### src/rtl/fsd_pkg.sv
package fsd_pkg;

  localparam int LFSR_W = 16;

  // Strobes from control to datapath.
  typedef struct packed {
    logic load;     // accept dataIn this cycle
    logic restart;  // accepted word is the alignment word
  } strobeT;

  // One serial step: oldest bit at the MSB, feedback enters at the LSB.
  function automatic logic [LFSR_W-1:0] lfsrStep(input logic [LFSR_W-1:0] s,
                                                 input logic [LFSR_W-1:0] taps);
    return {s[LFSR_W-2:0], ^(s & taps)};
  endfunction

endpackage

### src/rtl/fsd_ctrl.sv
module fsd_ctrl
  import fsd_pkg::*;
(
  input  logic   clk,
  input  logic   rstN,
  input  logic   validIn,
  input  logic   sofIn,
  output strobeT strobe,
  output logic   validOut
);

  always_comb begin
    strobe.load    = validIn;
    strobe.restart = validIn & sofIn;
  end

  always_ff @(posedge clk or negedge rstN) begin
    if (!rstN) validOut <= 1'b0;
    else       validOut <= validIn;
  end

  // output qualifier trails the input qualifier by exactly one clock
  p_valid_latency_r5: assert property (@(posedge clk) disable iff (!rstN)
    rstN |=> validOut == $past(validIn));

endmodule

### src/rtl/fsd_datapath.sv
module fsd_datapath
  import fsd_pkg::*;
#(
  parameter int                DATA_W = 48,
  parameter int                FAS_W  = 48,
  parameter logic [LFSR_W-1:0] SEED   = '1,
  parameter logic [LFSR_W-1:0] TAPS   = 16'h8805
) (
  input  logic              clk,
  input  logic              rstN,
  input  strobeT            strobe,
  input  logic [DATA_W-1:0] dataIn,
  output logic [DATA_W-1:0] dataOut
);

  localparam int REM_W = DATA_W - FAS_W;

  // DATA_W sequence bits, earliest bit at the word MSB.
  function automatic logic [DATA_W-1:0] seqWord(input logic [LFSR_W-1:0] s0);
    logic [DATA_W-1:0] w;
    logic [LFSR_W-1:0] s;
    s = s0;
    for (int i = 0; i < DATA_W; i++) begin
      w[DATA_W-1-i] = s[LFSR_W-1];
      s = lfsrStep(s, TAPS);
    end
    return w;
  endfunction

  // Advance the state by n steps, n no larger than DATA_W.
  function automatic logic [LFSR_W-1:0] advance(input logic [LFSR_W-1:0] s0,
                                                input int n);
    logic [LFSR_W-1:0] s;
    s = s0;
    for (int i = 0; i < DATA_W; i++)
      if (i < n) s = lfsrStep(s, TAPS);
    return s;
  endfunction

  logic [LFSR_W-1:0] lfsrQ, lfsrD;
  logic [DATA_W-1:0] keyStream, restartKs;
  logic [LFSR_W-1:0] restartNext;

  // Restart variant: alignment field fills the word, or leaves a tail.
  generate
    if (REM_W == 0) begin : g_full_fas
      assign restartKs   = '0;
      assign restartNext = SEED;
    end else begin : g_part_fas
      assign restartKs   = seqWord(SEED) >> FAS_W;
      assign restartNext = advance(SEED, REM_W);
    end
  endgenerate

  always_comb begin
    if (strobe.restart) begin
      keyStream = restartKs;
      lfsrD     = restartNext;
    end else if (strobe.load) begin
      keyStream = seqWord(lfsrQ);
      lfsrD     = advance(lfsrQ, DATA_W);
    end else begin
      keyStream = '0;
      lfsrD     = lfsrQ;
    end
  end

  always_ff @(posedge clk or negedge rstN) begin
    if (!rstN) begin
      lfsrQ   <= SEED;
      dataOut <= '0;
    end else begin
      lfsrQ <= lfsrD;
      if (strobe.load) dataOut <= dataIn ^ keyStream;
    end
  end

  // a maximal-length generator never reaches the all-zero lock-up state
  p_lfsr_live_r2: assert property (@(posedge clk) disable iff (!rstN)
    lfsrQ != '0);

  // no valid word, no change of state or output
  p_gap_hold_r6: assert property (@(posedge clk) disable iff (!rstN)
    !strobe.load |=> $stable(lfsrQ) && $stable(dataOut));

  // alignment field leaves the block exactly as it came in
  p_fas_clear_r3: assert property (@(posedge clk) disable iff (!rstN)
    strobe.restart |=> dataOut[DATA_W-1 -: FAS_W] == $past(dataIn[DATA_W-1 -: FAS_W]));

endmodule

### src/rtl/frame_descrambler.sv
module frame_descrambler
  import fsd_pkg::*;
#(
  parameter int                DATA_W    = 48,
  parameter int                FAS_BYTES = 6,
  parameter logic [LFSR_W-1:0] SEED      = 16'hFFFF,
  parameter logic [LFSR_W-1:0] TAPS      = 16'h8805
) (
  input  logic              clk,
  input  logic              rstN,
  input  logic              validIn,
  input  logic              sofIn,
  input  logic [DATA_W-1:0] dataIn,
  output logic              validOut,
  output logic [DATA_W-1:0] dataOut
);

  localparam int FAS_W = FAS_BYTES * 8;

  strobeT strobe;

  fsd_ctrl u_ctrl (
    .clk      (clk),
    .rstN     (rstN),
    .validIn  (validIn),
    .sofIn    (sofIn),
    .strobe   (strobe),
    .validOut (validOut)
  );

  fsd_datapath #(
    .DATA_W (DATA_W),
    .FAS_W  (FAS_W),
    .SEED   (SEED),
    .TAPS   (TAPS)
  ) u_datapath (
    .clk     (clk),
    .rstN    (rstN),
    .strobe  (strobe),
    .dataIn  (dataIn),
    .dataOut (dataOut)
  );

endmodule

### config.mk
export PLATFORM = sky130hd
export DESIGN_NAME = frame_descrambler
export DESIGN_NICKNAME = d
export VERILOG_FILES = /design/src/rtl/fsd_pkg.sv /design/src/rtl/fsd_ctrl.sv /design/src/rtl/fsd_datapath.sv /design/src/rtl/frame_descrambler.sv
export SDC_FILE = /design/constraint.sdc
export NUM_CORES = 1
export LEC_CHECK = 0
export BUFFER_PORTS_ARGS = -buffer_cell sky130_fd_sc_hd__buf_2
export CORE_MARGIN = 2
export CORE_UTILIZATION = 52
export DETAILED_ROUTE_END_ITERATION = 12
export GPL_TIMING_DRIVEN = 0
export HOLD_SLACK_MARGIN = 0.12
export PLACE_DENSITY = 0.88
export SLEW_MARGIN = 15
export SYNTH_ARGS = -nofsm -noshare
export SYNTH_HDL_FRONTEND = slang
export SYNTH_HIERARCHICAL = 1
export SYNTH_SLANG_ARGS = --single-unit
### constraint.sdc
create_clock -name clk -period 4.5 [get_ports clk]
set_input_delay 0.225 -clock clk [delete_from_list [all_inputs] [get_ports clk]]
set_output_delay 0.225 -clock clk [all_outputs]
set_load 0.01 [all_outputs]
==> results.json <==
{
  "outcome": "complete, no violations",
  "cts.sinks": 65,
  "yosysWarnings": 6,
  "routed_wirelength_mm": 14.9,
  "grt_pass1_wl_mm": 21.9,
  "timing.critical_path.fanout_max": 6,
  "wl_per_cell_um": 18.1,
  "critical_path_class": "flop to flop",
  "ys_types": 29,
  "reg2reg_from": "u_datapath/lfsrQ[9]$_DFFE_PN1P_",
  "rsz0062_at_grt": "true",
  "first_iter_violations": 303,
  "synth_top_area_share_pct": 22.2,
  "worstSetupStartpointType": "flop",
  "synth_xor_area_share_pct": 53.6,
  "synthArstFlopShare_pct": 100,
  "rr_endpoint": "u_datapath/lfsrQ[3]$_DFFE_PN1P_",
  "start_util_pct": 53.4,
  "clkTransAtPathRegs_ns": 0.08,
  "syn_to_final_growth_pct": 22.9,
  "firstDrtPassIters": 4,
  "critical_path_arrival_ns": 4.68,
  "grtUsageTotal_pct": 24.9,
  "ys_seq_area_share_pct": 28.4,
  "synth_nets": 583,
  "syn_area_per_cell_um2": 10.9,
  "drcViolationCount": 0,
  "dp_hpwl_mm": 10.8,
  "die_w_um": 110,
  "synth_top_cell_by_area": "xnor2_1",
  "worstPathRequired_ns": 4.78,
  "synthAdderAreaFrac_pct": 0,
  "synth_edf_count": 0,
  "die_h_um": 110,
  "worst_pin_slew_ns": 0.828,
  "synthesis.area_mm2": 0.00579,
  "end_kind": "flop",
  "skew_ns": 0.00924,
  "yosysMostFrequentCell": "xnor2_1",
  "diodes": 0,
  "synth_area_leaders": "xnor2_1 (22%), dfrtp_1 (21%), xnor3_1 (15%), dfstp_2 (7.3%), nor2_1 (5.3%)",
  "fp.coreArea_mm2": 0.0108,
  "numCtsBuffers": 9,
  "muxShareOfSynthArea_pct": 0.519,
  "finalCritPeriodShare_pct": 97.8,
  "nets": 731,
  "holdWs_ns": 0.148,
  "num_vias": 4225,
  "ff2ff_setup_slack_ns": 0.10,
  "endpoint": "u_datapath/lfsrQ[3]$_DFFE_PN1P_",
  "grt_max_degree": 66,
  "die_area_mm2": 0.0120,
  "clk_path_buf_depth": 2,
  "portBuffers": 100,
  "grt_pass1_vias": 4185,
  "fmax_mhz": 227,
  "worst_hold_path_type": "input port to flop",
  "cts_tree": "done",
  "root_buffer": "clkbuf_8",
  "synth_top_family_by_area": "XOR/XNOR gates",
  "cap_violations": 0,
  "place.gp.congestion": 0.937,
  "io_pins": 101,
  "slew_viol_final": 0,
  "synth-simple-area-share_pct": 8.66,
  "ant_nets": 0,
  "worstRegToRegCells": 11,
  "setup_viol": 0,
  "rows": 38,
  "detail_route.vias_per_cell": 5.13,
  "slew_headroom_pct": 44.8,
  "fin_crit_ns": 4.40,
  "clk_latency_ns": 0.36,
  "synthCells": 531,
  "synthFlopType": "dfrtp_1",
  "grt_overflow": 0,
  "synth_compound_area_share_pct": 6.03,
  "synth_commonest_cells": "xnor2_1 (147), nor2_1 (82), a21oi_1 (57)",
  "drive_gt1_share_pct": 33.6,
  "finalHoldViolCount": 0,
  "cp-startpoint": "u_datapath/lfsrQ[9]$_DFFE_PN1P_",
  "yosys_register_bits": 65,
  "antenna_found_initial": 0,
  "htreeDepth": 3
}
## critical path: stages, from the launching register on
cell and delay (ns):
dfstp_2 0.61, xnor3_2 0.49, xor3_2 0.48, buf_4 0.17
xnor3_1 0.42, xnor2_1 0.20, xnor3_1 0.25, xor2_1 0.22
xnor3_2 0.50, xor3_1 0.44, xnor3_1 0.40, o21ai_1 0.13
## worst min-delay path by stage
stage	start	slack [ns]	cells after the start	endpoint
floorplan	rstN	-0.07	0	u_ctrl/validOut$_DFF_PN0_
global placement	validIn	0.36	1	u_ctrl/validOut$_DFF_PN0_
detailed placement	validIn	0.36	1	u_ctrl/validOut$_DFF_PN0_
CTS	dataIn[30]	0.13	3	u_datapath/dataOut[30]$_DFFE_PN0P_
global route	dataIn[5]	0.14	3	u_datapath/dataOut[5]$_DFFE_PN0P_
finish	dataIn[31]	0.15	3	u_datapath/dataOut[31]$_DFFE_PN0P_
## metrics by stage
stage	TNS [ns]	std cells	setup slack, ns	util, %	area [um^2]
after CTS	-0.0207	788	-0.0141	62.1	6730
after global routing	-0.0942	824	-0.0368	65.6	7110
after floorplan	0	531	0.183	-	5790
after detailed placement	-1.56	771	-0.369	59.7	6470
final	0	824	0.101	65.6	7110
after global placement	-0.543	771	-0.203	59.6	6470
## flip-flops by register name (all words and copies together) (netlist names)
name                cells
u_datapath/lfsrQ       16
u_ctrl/validOut         1
u_datapath/dataOut     48
## metal layers
layer	up-vias	global-route usage, %	part of all wire, %
met5	-	0	0
met4	0	9.95	3.4
li1	2002	-	-
met2	162	41.8	49
met1	2032	31.8	41
met3	29	4.39	7.0
## timing repair
action / in CTS / in global routing
pin swaps: 8 / 14
buffers inserted: 2 / 38
resized for setup: 12 / 19
endpoints found under the hold margin: 50 / 0
setup endpoints to repair: 10 / 3
hold buffers: 2 / 0
## cell families (layout without fill, tap and decap cells)
logic type             Yosys count  in the layout
AO/OA/AOI/OAI                   66             66
AND/OR/NAND/NOR                113            113
multiplexers                     3              3
XOR/XNOR                       248            248
buffers and inverters           36            189
flip-flops                      65             65
## layout make-up
cell class,count,area [um^2]
buffer,29,128
clock buffer,9,124
clock inverter,7,47.5
fill,809,3730
inverter,2,7.51
multi-input combinational,430,4160
sequential,65,1650
tap,140,175
timing repair buffer,142,823
## placed cells by master, fill, tap and decap left out, types with 14 or more instances in the layout
master,instances
xnor2_1,138
a21oi_1,57
clkbuf_1,16
buf_2,104
buf_4,44
nor2_1,82
dfstp_2,14
xor2_1,24
dfrtp_1,49
xnor2_2,16
xnor3_1,34
nor2b_1,22
Power is left out: the tool's default activity adds up to more than one toggle a clock period on the data nets, which glitch-free logic cannot reach.
